**src/rtl/conv_serial_pkg.sv**
```systemverilog
package conv_serial_pkg;

   // Number of system-clock cycles in one serial bit slot.
   function automatic int slot_cycles(input int qtr);
      return 4 * qtr;
   endfunction

   // Total burst length in system-clock cycles.
   function automatic int burst_cycles(input int qtr, input int nbits);
      return 4 * qtr * nbits;
   endfunction

   // Phase of the data clock inside a bit slot.
   typedef enum logic [1:0] {
      PH_LEAD  = 2'd0,   // data settled, clock low
      PH_HIGH  = 2'd1,   // clock high
      PH_TRAIL = 2'd2    // clock low again, data held
   } slot_phase_e;

endpackage

```
**src/rtl/conv_start_timer.sv**
```systemverilog
module conv_start_timer #(
   parameter int CONV_CYCLES = 2375
) (
   input  logic clk,
   input  logic rst_n,
   input  logic rdconv_n,
   input  logic select_n,
   output logic busy,
   output logic start,
   output logic load
);
   localparam int CW = $clog2(CONV_CYCLES + 1);
   localparam logic [CW-1:0] LAST = CW'(CONV_CYCLES - 1);

   logic          busy_q;
   logic [CW-1:0] cnt_q;

   assign start = busy_q & ~rdconv_n & ~select_n;
   assign load  = ~busy_q & (cnt_q == LAST);
   assign busy  = busy_q;

   always_ff @(posedge clk or negedge rst_n) begin
      if (!rst_n) begin
         busy_q <= 1'b1;
         cnt_q  <= '0;
      end else if (start) begin
         busy_q <= 1'b0;
         cnt_q  <= '0;
      end else if (!busy_q) begin
         if (cnt_q == LAST) begin
            busy_q <= 1'b1;
            cnt_q  <= '0;
         end else begin
            cnt_q <= cnt_q + CW'(1);
         end
      end
   end
endmodule

```
**src/rtl/conv_burst_gen.sv**
```systemverilog
module conv_burst_gen
   import conv_serial_pkg::*;
#(
   parameter int QTR    = 35,
   parameter int NBITS  = 16
) (
   input  logic clk,
   input  logic rst_n,
   input  logic start,
   output logic active,
   output logic dclk,
   output logic shift_adv,
   output logic tag_strobe
);
   localparam int SLOT = slot_cycles(QTR);
   localparam int PW   = $clog2(SLOT);
   localparam int BW   = (NBITS > 1) ? $clog2(NBITS) : 1;
   localparam logic [PW-1:0] P_RISE = PW'(QTR);
   localparam logic [PW-1:0] P_FALL = PW'(3 * QTR);
   localparam logic [PW-1:0] P_END  = PW'(SLOT - 1);
   localparam logic [BW-1:0] B_LAST = BW'(NBITS - 1);

   logic          act_q, act_d;
   logic [PW-1:0] ph_q, ph_d;
   logic [BW-1:0] bi_q, bi_d;
   logic          dclk_q, dclk_d;
   logic          adv;
   slot_phase_e   ph_class;

   always_comb begin
      act_d = act_q;
      ph_d  = ph_q;
      bi_d  = bi_q;
      adv   = 1'b0;
      if (start) begin
         act_d = 1'b1;
         ph_d  = '0;
         bi_d  = '0;
      end else if (act_q) begin
         if (ph_q == P_END) begin
            adv  = 1'b1;
            ph_d = '0;
            if (bi_q == B_LAST) act_d = 1'b0;
            else                bi_d  = bi_q + BW'(1);
         end else begin
            ph_d = ph_q + PW'(1);
         end
      end
   end

   always_comb begin
      if (ph_d < P_RISE)      ph_class = PH_LEAD;
      else if (ph_d < P_FALL) ph_class = PH_HIGH;
      else                    ph_class = PH_TRAIL;
      dclk_d = act_d && (ph_class == PH_HIGH);
   end

   always_ff @(posedge clk or negedge rst_n) begin
      if (!rst_n) begin
         act_q  <= 1'b0;
         ph_q   <= '0;
         bi_q   <= '0;
         dclk_q <= 1'b0;
      end else begin
         act_q  <= act_d;
         ph_q   <= ph_d;
         bi_q   <= bi_d;
         dclk_q <= dclk_d;
      end
   end

   assign active     = act_q;
   assign dclk       = dclk_q;
   assign shift_adv  = adv;
   assign tag_strobe = act_q && (bi_q == '0) && (ph_q == P_RISE);
endmodule

```
**src/rtl/conv_result_shifter.sv**
```systemverilog
module conv_result_shifter #(
   parameter int DATA_W = 16
) (
   input  logic              clk,
   input  logic              rst_n,
   input  logic              start,
   input  logic              load,
   input  logic              shift_adv,
   input  logic              tag_strobe,
   input  logic              active,
   input  logic [DATA_W-1:0] result_in,
   input  logic              tag_in,
   output logic              sdata
);
   logic [DATA_W-1:0] prev_q;
   logic [DATA_W-1:0] sh_q;
   logic              tag_q;

   always_ff @(posedge clk or negedge rst_n) begin
      if (!rst_n) begin
         prev_q <= '0;
         sh_q   <= '0;
         tag_q  <= 1'b0;
      end else begin
         if (load)       prev_q <= result_in;
         if (start)      sh_q   <= prev_q;
         else if (shift_adv) sh_q <= {sh_q[DATA_W-2:0], 1'b0};
         if (tag_strobe) tag_q  <= tag_in;
      end
   end

   assign sdata = active ? sh_q[DATA_W-1] : tag_q;
endmodule

```
**src/rtl/conv_serial_out.sv**
```systemverilog
module conv_serial_out #(
   parameter int DATA_W      = 16,
   parameter int QTR         = 35,    // 4*35 cycles at 125 MHz: about 893 kHz data clock
   parameter int CONV_CYCLES = 2375   // 19 us at 125 MHz
) (
   input  logic              clk,
   input  logic              rst_n,
   input  logic              rdconv_n,
   input  logic              select_n,
   input  logic              tag_in,
   input  logic [DATA_W-1:0] result_in,
   output logic              busy,
   output logic              dclk,
   output logic              sdata
);
   localparam int BURST = conv_serial_pkg::burst_cycles(QTR, DATA_W);

   generate
      if (DATA_W < 2) begin : g_bad_width
         $error("conv_serial_out: DATA_W must be at least 2");
      end
      if (QTR < 1) begin : g_bad_qtr
         $error("conv_serial_out: QTR must be at least 1");
      end
      if (CONV_CYCLES <= BURST) begin : g_bad_conv
         $error("conv_serial_out: CONV_CYCLES must exceed the burst length");
      end
   endgenerate

   logic start, load, active, shift_adv, tag_strobe;

   conv_start_timer #(.CONV_CYCLES(CONV_CYCLES)) u_timer (
      .clk      (clk),
      .rst_n    (rst_n),
      .rdconv_n (rdconv_n),
      .select_n (select_n),
      .busy     (busy),
      .start    (start),
      .load     (load)
   );

   conv_burst_gen #(.QTR(QTR), .NBITS(DATA_W)) u_burst (
      .clk        (clk),
      .rst_n      (rst_n),
      .start      (start),
      .active     (active),
      .dclk       (dclk),
      .shift_adv  (shift_adv),
      .tag_strobe (tag_strobe)
   );

   conv_result_shifter #(.DATA_W(DATA_W)) u_shift (
      .clk        (clk),
      .rst_n      (rst_n),
      .start      (start),
      .load       (load),
      .shift_adv  (shift_adv),
      .tag_strobe (tag_strobe),
      .active     (active),
      .result_in  (result_in),
      .tag_in     (tag_in),
      .sdata      (sdata)
   );
endmodule

```
**config.mk**
```make
export PLATFORM = sky130hd
export DESIGN_NAME = conv_serial_out
export DESIGN_NICKNAME = d
export VERILOG_FILES = /design/src/rtl/conv_serial_pkg.sv /design/src/rtl/conv_start_timer.sv /design/src/rtl/conv_burst_gen.sv /design/src/rtl/conv_result_shifter.sv /design/src/rtl/conv_serial_out.sv
export SDC_FILE = /design/constraint.sdc
export NUM_CORES = 1
export LEC_CHECK = 0
export CAP_MARGIN = 20
export CORE_MARGIN = 4
export CORE_UTILIZATION = 60
export DETAILED_ROUTE_END_ITERATION = 16
export DONT_BUFFER_PORTS = 1
export PLACE_DENSITY = 0.8
export SYNTH_ARGS = -nofsm -noshare
export SYNTH_HDL_FRONTEND = slang
export SYNTH_HIERARCHICAL = 1
export SYNTH_SLANG_ARGS = --single-unit
```
**constraint.sdc**
```tcl
create_clock -name clk -period 5.2 [get_ports clk]
set_input_delay 0.52 -clock clk [delete_from_list [all_inputs] [get_ports clk]]
set_output_delay 0.52 -clock clk [all_outputs]
set_load 0.005 [all_outputs]
```
Yosys cells after proc, flatten, opt, wreduce, memory -nomap -nowiden --
Cells that the tools add are included.
Word-level totals: flip-flop bits (word level) 60, bits of input ports 21, output and inout port bits 3, word-level logic and storage cells 60
Operators by class: add/subtract/negate cells 3, magnitude comparators 2, equal/unequal tests 7, multiplexer cells 25, bitwise logic cells 6, reduce and logical (&&, ||, !) cells 8
Operators with widths (number):
- two-way mux 12 bit | 3
- two-way mux 16 bit | 2
- two-way mux 8 bit | 3
- two-way mux 4 bit | 4
- adder 12 x 1 -> 12 bit (second input constant) | 1
- == test 12 bit (second input constant) | 1
- two-way mux 1 bit | 11
- adder 8 x 1 -> 8 bit (second input constant) | 1
- == test 8 x 6 -> 1 bit (second input constant) | 1
- == test 8 bit (second input constant) | 1
- < comparator 8 x 6 -> 1 bit (second input constant) | 1
- < comparator 8 x 7 -> 1 bit (second input constant) | 1
- nonzero test 2 bit | 3
- adder 4 x 1 -> 4 bit (second input constant) | 1
- == test 4 bit (second input constant) | 1
- zero test 4 bit | 1
- two-way mux 2 bit | 2
- inequality test 2 bit (second input constant) | 2
- bitwise AND 1 bit | 3
- logical AND 1 bit | 3
- NOT 1 bit | 3
- AND reduction 3 bit | 1
- == test 2 x 1 -> 1 bit (second input constant) | 1

Logic depth before layout (Yosys ltp) --
Gate-level depths: netlist (run 1).
word-level depth 9, depth in mapped cells 9, depth with buffers taken out 7

Modules after synthesis --
Netlist (run 1), hierarchy kept.
Modules (own cells, without submodules):
- conv_result_shifter | times used 1, cells an instance 106, area an instance 1438.9 um^2, seq. area each 825.8 um^2
- conv_burst_gen | times used 1, cells an instance 97, area an instance 897.1 um^2, seq. area each 350.3 um^2
- conv_start_timer | times used 1, cells an instance 80, area an instance 735.7 um^2, seq. area each 326.6 um^2

Worst setup path before layout (run 1) --
Ideal clock, no wire load.
path kind register -> register, from register u_timer.busy_q, in the netlist u_timer/busy, to register u_shift.sh_q[10], library setup time 0.130 ns, data arrival time 1.986 ns, setup slack 3.083 ns, cell stages (with the launch flop) 10, buffers on the path 3, path through dfstp_2 clkbuf_1 o21ai_0 nand2_1 inv_1 nor3b_1 buf_6 buf_12 mux2i_1 o21ai_1
Between the ends: longest elaborated chain between the ends 4, elaborated cells between the ends (all ways) 5
Ends and longest elaborated chain:
- start: declaration | line conv_start_timer.sv:15 | logic busy_q;
- start signal: assignment | line conv_start_timer.sv:24 | busy_q <= 1'b1;
- start signal: assignment | line conv_start_timer.sv:27 | busy_q <= 1'b0;
- start signal: assignment | line conv_start_timer.sv:31 | busy_q <= 1'b1;
- bitwise AND 1 bit (2 in series) | line conv_start_timer.sv:18 | assign start = busy_q & ~rdconv_n & ~select_n;
- net start | line conv_serial_out.sv:30 | logic start, load, active, shift_adv, tag_strobe;
- two-way mux 1 bit | line conv_burst_gen.sv:35 | if (start) begin
- net shift_adv | line conv_serial_out.sv:30
- nonzero test 2 bit (no source line)
- end signal: assignment | line conv_result_shifter.sv:26 | if (start) sh_q <= prev_q;
- end signal: assignment | line conv_result_shifter.sv:27 | else if (shift_adv) sh_q <= {sh_q[DATA_W-2:0], 1'b0};
- end: declaration | line conv_result_shifter.sv:16 | logic [DATA_W-1:0] sh_q;
The timed path passes the listed nets, and every way through them passes these cells. A chain may end at the register's enable or synchronous reset.

Worst setup path in the final report (run 1) --
from register u_timer.cnt_q[0], to register u_shift.prev_q[1]
Between the ends: longest elaborated chain between the ends 2
Ends and longest elaborated chain:
- start: declaration | line conv_start_timer.sv:16 | logic [CW-1:0] cnt_q;
- start signal: assignment | line conv_start_timer.sv:34 | cnt_q <= cnt_q + CW'(1);
- == test 12 bit | line conv_start_timer.sv:19 | assign load = ~busy_q & (cnt_q == LAST);
- bitwise AND 1 bit | line conv_start_timer.sv:19
- net load | line conv_serial_out.sv:30
- end signal: assignment | line conv_result_shifter.sv:25 | if (load) prev_q <= result_in;
- end: declaration | line conv_result_shifter.sv:15 | logic [DATA_W-1:0] prev_q;
The timed path passes the listed nets, and every way through them passes these cells.

==> results of run 1 <==
cells in the mapped netlist, types with 3 or more instances:
master,number
dfrtp_1,59
nand2_1,33
o21ai_0,21
mux2i_1,17
nor2_1,15
inv_1,12
mux2_4,10
a21oi_1,9
o21ai_1,9
mux2_2,8
nand3_1,8
or3_1,8
ha_1,5
nand4_1,5
xnor2_1,5
buf_6,4
clkbuf_1,4
buf_2,3
nand2b_1,3
xor2_1,3
through the flow:
step	instances	hold WS [ps]	area, µm²
3_5_place_dp	338	226.0	3059
6_report	356	49.78	3299
4_1_cts	355	6.780	3289
2_1_floorplan	283	224.4	3072
5_1_grt	356	35.98	3299
3_3_place_gp	338	226.2	3059
cell type report:
cell class	instances	area (µm²)
Clock buffer	12	155.1
Clock inverter	4	47.55
Fill cell	374	1549
Tap cell	67	83.83
Multi-Input combinational cell	197	1413
Sequential cell	60	1503
Timing Repair Buffer	4	52.55
Inverter	12	45.04
layout by cell type, fill, tap and decap left out, drive strengths merged, types with 3 or more instances in the layout:
cell,netlist,final
dfrtp,59,59
nand2,33,33
o21ai,30,30
mux2,18,18
mux2i,17,17
nor2,15,15
inv,12,12
clkbuf,4,12
a21oi,10,10
or3,9,9
nand3,8,8
nand4,6,6
xnor2,5,5
ha,5,5
xor2,3,3
nand2b,3,3
buf,10,3
o311ai,3,3
critical path: stages, from the launching register on:
cell     delay, ps
dfrtp_1        430
inv_1           80
ha_1           130
nor2b_1        220
nand4_1        140
nor2_2         820
mux2_2         420
path summary, 6_finish.rpt:
check,startpoint,to,cells after the start
min reg2reg,u_shift/prev_q[15],u_shift/sh_q[15],2
min in group clk,result_in[10],u_shift/prev_q[10],1
min,rst_n,u_burst/ph_q[0],1
max in group asynchronous,rst_n,u_timer/busy,1
max reg2reg,u_timer/cnt_q[0],u_shift/prev_q[1],6
max,u_timer/cnt_q[0],u_shift/prev_q[1],6
power by group through the flow:
| stage | Combinational [mW] | Clock, mW | Sequential, mW |
|---|---|---|---|
| after floorplan | 0.281 | 0 | 0.614 |
| after detailed placement | 0.287 | 0 | 0.666 |
| after CTS | 0.301 | 0.433 | 0.660 |
| final | 0.302 | 0.421 | 0.662 |
| after global routing | 0.344 | 0.460 | 0.677 |
| after global placement | 0.275 | 0 | 0.661 |
flip-flops by register name, indices dropped and copies added (netlist names):
name,cells
u_shift/sh_q,16
u_burst/ph_q,8
u_shift/tag_q,1
u_shift/prev_q,16
u_timer/cnt_q,12
u_timer/busy,1
u_burst/active,1
u_burst/bi_q,4
u_burst/dclk,1
routing by layer:
metal	up-vias	GRT usage, %	wire, µm
li1	1012	-	-
met1	1014	26.67	2650
met2	55	29.80	2683
met3	5	8.465	324
met4	0	5.670	31
met5	-	0	0
cell families after synthesis:
family	count (synthesis)
simple gates	92
flops	60
compound gates	57
mux	35
buf+inv	26
xor+xnor	8
fa+ha+maj	5
repair_timing:
item,4_1_cts,5_1_grt
hold buffers,1,1
gates resized for setup,0,0
hold endpoints to repair,59,1
==> impl_results.md, run 1 <==
- Largest net degree at the start of global routing: 60
- Tcrit/Tclk final: 45.22%
- Compound-Gate Fraction of Synth Area: 11.49%
- First-pass GRT wire length: 9646 µm
- Crit path DAT: 2580 ps
- Hold Fails Final Rpt: 0
- Die area: 0.006328 mm²
- Synth area leaders: dfrtp_1, mux2i_1, mux2_4
- Total power: 1.385 mW
- Row cnt: 25
- Endpoint type of the worst setup path: flop
- RSZ-0062 raised after global routing: false
- Core area: 0.004848 mm²
- FF+latch count, synth: 60
- Max VDD drop: 0.0002858 V
- Initial Utilization: 63.35%
- CTS sink cnt: 60
- Initial DRC count: 82
- Ys flop type: dfrtp_1
- Die height: 79.55 µm
- Port Buffers: 0
- Clock-pin slew of the registers on the worst-case setup and hold paths: 60 ps
- Synth top area share: 48.07%
- Total track usage: 19.99%
- Post-synth cell types: 53
- Adder-Cell Fraction of Synth Area: 2.037%
- Vias in the first global route: 1982
- CTS tree: yes
- Total gr overflow: 0
- Post-route ant nets: 0
- Max_cap viols: 0
- Asr flop ratio synth: 100.0%
- Clk pwr share: 30.4%
- XOR/XNOR share of the synthesized area: 2.281%
- Mapped Nets: 309
- H-Tree Depth: 3
- Initial antenna violation count: 0
- Gpl congestion: 0.8453
- Worst setup SP type: flop
- PD cells: 419.9 mW/mm²
- Switch share: 32.93%
- Final-report setup violation count: 0
- Slew @ Worst Pin: 1063 ps
- Mapped cell area: 0.003072 mm²
- Worst Hold Class: in -> async
- WL/cell: 15.98 µm
- Fin crit period: 2351 ps
- Share of total power in sequential cells: 47.8%
- Buffer count from post-CTS setup fixing: 0
- Int Pwr: 0.9293 mW
- Crit path kind: reg -> reg
- CP max FO: 16
- Final WL: 5689 µm
- P_sw: 0.4562 mW
- Pre-CTS WS: 2830 ps
- Cells after synthesis: 283
- R2R Setup Slk: 2850 ps
- # IOs: 24
- Area growth from synthesis to layout: 7.413%
- Clock Skew: 4.528 ps
- Root buffer cell: clkbuf_8
- Die X-Extent: 79.55 µm
- Seq/Total Area, Yosys: 48.92%
- Final core occ: 68.05%
- Max clock buf depth: 2
- Avg Inst Size Synth: 10.85 µm²
- 1st-pass router iterations: 4
- Final #Nets: 310
- Antenna cells: 0
- Leakage: 1.422 nW
- Clk_lat worst skew: 340 ps
- FMAX: 425.3 MHz
- Worst Path Required: 5420 ps
- DR vias/cell: 5.860
- Largest family of logic cells by synthesized area: simple AND/OR/NAND/NOR gates
- Simple-gate share of the synthesized area: 16.58%
- Setup WS post-layout: 2849 ps
- CTS Buf Count: 9
- Setup TNS after final layout: 0 ps
- DR DRC count: 0
- Mux contribution to synthesized area: 13.36%
- Status: complete, no violations
- Yosys top cell by area: dfrtp_1
- Max-slew violations: 0
- EDFF count, synth: 0
- Slew headroom: 29.03%
- Gate power share: 21.8%
- Synth warnings: 6
- Layout cells sized above 1: 15.92%
- Via count: 2086
- DP HPWL: 3579 µm
No activity file was read; power rests on OpenSTA's default activity.
==> inputs of run 2 (changes only) <==
CORE_UTILIZATION = 57   (was 60)
PLACE_DENSITY = 0.79   (was 0.8)
clock period = 1.98 ns   (was 5.2 ns; I/O delays follow)
==> run 2 against run 1 <==
  * Register-to-register slack got worse by 2800 ps
  * Fmax rose by 23%
  * Wire length rose by 9.6%
  * Combinational power rose to 3.2 times the previous value
  * Highest routed layer unchanged
  * Largest cell class unchanged
  * Sequential power rose to 2.6 times the previous value
  * Flip-flop and latch count did not move
  * Via count rose by 6.5%
  * Sequential share of layout area fell by 3.2 points
  * Worst setup slack got worse by 2800 ps
  * Count of clock-buffer cells in the layout fell by 1
  * Critical endpoint is now u_shift/tag_q
==> impl_results.md, run 2 (synthesized netlist as in run 1, its figures left out) <==
- Status: complete, no violations
- Slew headroom: 66.00%
- Worst Hold Class: in -> reg
- Clk_lat worst skew: 330 ps
- DR vias/cell: 5.769
- CP max FO: 5
- Die X-Extent: 81.41 µm
- Leading registers by flop count: u_shift/prev_q x16, u_shift/sh_q x16, u_timer/cnt_q x12
- Setup TNS after final layout: 0 ps
- Via count: 2221
- Layout cells sized above 1: 18.41%
- Initial Utilization: 59.39%
- Hold slack final: 16.32 ps
- Fillers: 358
- Slew @ Worst Pin: 503.3 ps
- Core area: 0.005172 mm²
- Final-report setup violation count: 0
- Initial DRC count: 106
- Crit path kind: reg -> reg
- Total track usage: 20.46%
- CTS sink cnt: 60
- DR DRC count: 0
- Worst Path Required: 2200 ps
- Area growth from synthesis to layout: 15.64%
- Leakage: 1.532 nW
- CTS Buf Count: 9
- Max VDD drop: 0.0006024 V
- Final WL: 6236 µm
- Endpoint type of the worst setup path: flop
- R2R Setup Slk: 70 ps
- Root buffer cell: clkbuf_8
- Antenna cells: 0
- First-pass GRT wire length: 10250 µm
- Die height: 81.41 µm
- DP HPWL: 3968 µm
- WL/cell: 16.20 µm
- Reg-to-Reg End: u_shift/tag_q
- Max_cap viols: 0
- Worst setup SP type: flop
- Total power: 3.682 mW
- Clock-pin slew of the registers on the worst-case setup and hold paths: 70 ps
- Crit path DAT: 2130 ps
- CTS tree: yes
- Total gr overflow: 0
- # IOs: 24
- PD cells: 1037 mW/mm²
- Commonest cells after routing, fill and taps aside: dfrtp_1, nand2_1, o21ai_0
- Max clock buf depth: 2
- Final #Nets: 336
- Tcrit/Tclk final: 96.31%
- Hold Fails Final Rpt: 0
- Post-route ant nets: 0
- Hold_sp: tag_in
- Gpl congestion: 0.8665
- Reg-to-Reg Start: u_burst/ph_q[1]
- Row cnt: 26
- H-Tree Depth: 3
- Vias in the first global route: 2152
- FMAX: 524.4 MHz
- Commonest non-fill, non-tap cell in the layout: dfrtp_1
- Clock Skew: 6.511 ps
- 1st-pass router iterations: 4
- Hold Crit Endpoint: u_shift/tag_q
- Die area: 0.006628 mm²
- Worst r2r path cells: 6
- Fin crit period: 1907 ps
- FF/Latch Area: 0.001503 mm²
- Max-slew violations: 0
- Multi-input gate area: 0.001419 mm²
- Port Buffers: 0
- WHS Path Cells: 1
- Largest net degree at the start of global routing: 61
- Initial antenna violation count: 0
==> run 2: cell types whose count changed in the layout (fill, tap and decap cells not counted), sizes merged <==
cell         change
dlygate4sd3     +15
buf             +11
clkinvlp         +2
bufinv           -1
clkbuf           -1
==> run 2: power by group <==
| part | leakage (nW) | total (mW) | internal (mW) | switching, mW |
|---|---|---|---|---|
| Clock | 0.0876 | 1.01 | 0.521 | 0.490 |
| Combinational | 0.635 | 0.975 | 0.465 | 0.511 |
| Sequential | 0.810 | 1.70 | 1.43 | 0.270 |
| Total | 1.53 | 3.68 | 2.41 | 1.27 |
==> run 2: area by class of cell <==
cell class | instances | area share (%)
clock buffers | 11 | 4.262
clock inverters | 5 | 1.021
inverters | 12 | 1.268
multi-input cells | 197 | 39.94
flip-flops and latches | 60 | 42.30
well taps | 70 | 2.466
repair buffers | 30 | 8.735
==> run 2: per-stage QoR <==
| stage | util [%] | setup WS [ps] | cell area [µm²] | std cells |
|---|---|---|---|---|
| finish | 68.67 | 73.10 | 3552 | 385 |
| global route | 68.67 | -26.10 | 3552 | 385 |
| CTS | 67.34 | 82.53 | 3483 | 378 |
| detailed placement | 60.86 | 86.27 | 3148 | 349 |
| global placement | 60.86 | 173.6 | 3148 | 349 |
| floorplan | - | 8.435 | 3078 | 283 |
==> run 2: layer usage <==
| metal | wire [µm] | up-vias | GRT usage (%) |
|---|---|---|---|
| li1 | - | 1066 | - |
| met5 | 0 | - | 0 |
| met3 | 336 | 12 | 7.127 |
| met2 | 3034 | 62 | 32.74 |
| met4 | 101 | 0 | 6.926 |
| met1 | 2765 | 1081 | 25.88 |
==> run 2: what timing repair did <==
item                                    4_1_cts  5_1_grt
endpoints found under the hold margin        71        4
gates resized for setup                       0        1
endpoints found under the setup margin        0       11
buffers inserted                              0        3
hold buffers                                 13        4
==> run 2: worst max path at each step <==
stage	startpoint	slack (ps)	to
after floorplan	u_timer/busy	8	u_burst/dclk
after global placement	u_burst/active	170	u_burst/dclk
after detailed placement	u_burst/ph_q[1]	90	u_shift/sh_q[12]
after CTS	u_burst/ph_q[1]	80	u_shift/sh_q[12]
after global routing	u_burst/ph_q[1]	-30	u_shift/sh_q[6]
final	u_burst/ph_q[1]	70	u_shift/tag_q
==> run 2: worst max-delay path: stages (launching register included) <==
cell and delay (ps):
dfrtp_1 410, ha_1 220, nor4b_4 340, buf_4 180, nand2_1 50, nor4_1 240
mux2_2 360
==> inputs of run 3 (changes only) <==
CORE_UTILIZATION = 40   (was 57)
PLACE_DENSITY = 0.6   (was 0.79)
TNS_END_PERCENT = 10   (was not set)
==> run 3 against run 2 <==
  * Core utilization decreased by 20 points
  * Via count fell by 3.2%
  * Critical path depth rose by 1
  * Flip-flop and latch count unchanged
  * Clock skew is essentially flat
  * Cell count grew 8.1%
  * Total power shrank 1.1%
  * Wire length fell by 1.6%
  * Die area grew 38%
  * Sequential share of layout area is 0.63 points lower
  * Critical path type unchanged
  * Clock power down 5%
  * Non-clock buffer count grew 2
==> impl_results.md, run 3 (synthesized netlist as in run 1, its figures left out) <==
- Status: complete, no violations
- Hold Fails Final Rpt: 0
- 1st-pass router iterations: 4
- Initial DRC count: 64
- CTS Buf Count: 9
- Fillers: 682
- Clk_lat worst skew: 330 ps
- Root buffer cell: clkbuf_8
- Commonest cells after routing, fill and taps aside: dfrtp_1, nand2_1, o21ai_0
- Row cnt: 31
- Reg-to-Reg Start: u_timer/busy
- Total gr overflow: 0
- # IOs: 24
- Pre-CTS WS: 130.2 ps
- Post-route ant nets: 0
- Fin crit period: 1896 ps
- Commonest non-fill, non-tap cell in the layout: dfrtp_1
- WL/cell: 14.75 µm
- Slew @ Worst Pin: 471.3 ps
- Crit path kind: reg -> reg
- First-pass GRT wire length: 10320 µm
- Clock-pin slew of the registers on the worst-case setup and hold paths: 70 ps
- DP HPWL: 3894 µm
- Die X-Extent: 95.63 µm
- Buffer count from post-CTS setup fixing: 0
- Worst setup SP type: flop
- R2R Setup Slk: 80 ps
- Leakage: 1.538 nW
- CTS sink cnt: 60
- Worst Path Required: 2190 ps
- Max VDD drop: 0.0006342 V
- Met2 Use GR: 21.83%
- Area growth from synthesis to layout: 17.39%
- Hold_sp: result_in[2]
- Final-report setup violation count: 0
- Initial Utilization: 41.68%
- Core area: 0.007370 mm²
- DR vias/cell: 5.168
- Port Buffers: 0
- Max_cap viols: 0
- Slew headroom: 68.16%
- Leading registers by flop count: u_shift/prev_q x16, u_shift/sh_q x16, u_timer/cnt_q x12
- Crit path DAT: 2100 ps
- Reg-to-Reg End: u_shift/sh_q[7]
- Total track usage: 14.75%
- GR Util met3: 4.578%
- Tcrit/Tclk final: 95.73%
- Worst Hold Class: in -> reg
- CTS tree: yes
- Endpoint type of the worst setup path: flop
- Vias in the first global route: 2185
- Worst r2r path cells: 7
- DR DRC count: 0
- M1 GR Usage: 20.76%
- Final WL: 6134 µm
- Initial antenna violation count: 0
- Fin cells: 416
- CP max FO: 8
- WHS Path Cells: 1
- Gr busiest metal: met2
- Max clock buf depth: 2
- Largest net degree at the start of global routing: 61
- Setup WS post-layout: 84.46 ps
- Layout cells sized above 1: 18.93%
- Gpl congestion: 0.8016
- FMAX: 527.6 MHz
- Via count: 2150
- Max-slew violations: 0
- PD cells: 1010 mW/mm²
- Hold Crit Endpoint: u_shift/prev_q[2]
- H-Tree Depth: 3
- Die height: 95.63 µm
- Die area: 0.009145 mm²
- Antenna cells: 0
- Cell total after placement: 382
- Clock Skew: 6.820 ps
- RSZ-0062 raised after global routing: true
- Final #Nets: 338
run 3: worst max-delay path: stages (launching register included):
cell and delay (ps):
dfstp_2 540, o21ai_0 140, nand2_1 180, inv_2 100
nor3b_4 320, clkbuf_16 230, mux2i_1 190, o21ai_1 70
run 3: where the power goes:
| part | internal, mW | switching, mW |
|---|---|---|
| Clock | 0.485 | 0.474 |
| Sequential | 1.43 | 0.244 |
| Combinational | 0.483 | 0.530 |
| Total | 2.39 | 1.25 |
run 3: metal layers:
metal	up-vias	wire length [µm]
li1	1066	-
met1	1038	3080
met4	0	72
met3	6	249
met2	40	2732
met5	-	0
run 3: cell type report:
class	instances	area (µm²)	share of cell area [%]
Clock buffer	12	145.1	4.025
Sequential cell	60	1503	41.67
Timing Repair Buffer	32	342.8	9.507
Clock inverter	4	25.02	0.6940
Multi-Input combinational cell	197	1421	39.42
Tap cell	99	123.9	3.435
Inverter	12	45.04	1.249
run 3: stage by stage:
stage / setup TNS (ps) / utilization [%] / hold WS (ps) / cell area (µm²) / power (mW)
2_1_floorplan: 0 / - / -97.59 / 3078 / 2.354
3_3_place_gp: 0 / 43.62 / -95.27 / 3214 / 2.604
3_5_place_dp: 0 / 43.62 / -95.29 / 3214 / 2.626
4_1_cts: 0 / 47.79 / 0.3759 / 3522 / 3.659
5_1_grt: -10.04 / 48.93 / 0.5459 / 3606 / 3.909
6_report: 0 / 48.93 / 21.34 / 3606 / 3.642
run 3: timing repair:
| item | in CTS | in global routing |
|---|---|---|
| hold buffers | 12 | 5 |
| endpoints found under the setup margin | 0 | 4 |
| resized for setup | 0 | 5 |
| hold endpoints to repair | 70 | 5 |
run 3: how the worst max path moves through the flow:
stage                          from              end  slack [ps]
finish                 u_timer/busy  u_shift/sh_q[7]          80
global route        u_burst/ph_q[0]  u_burst/bi_q[3]          -9
CTS                 u_burst/ph_q[0]     u_burst/dclk         100
detailed placement     u_timer/busy  u_shift/sh_q[2]         130
global placement    u_burst/ph_q[0]     u_burst/dclk         150
floorplan              u_timer/busy     u_burst/dclk           8
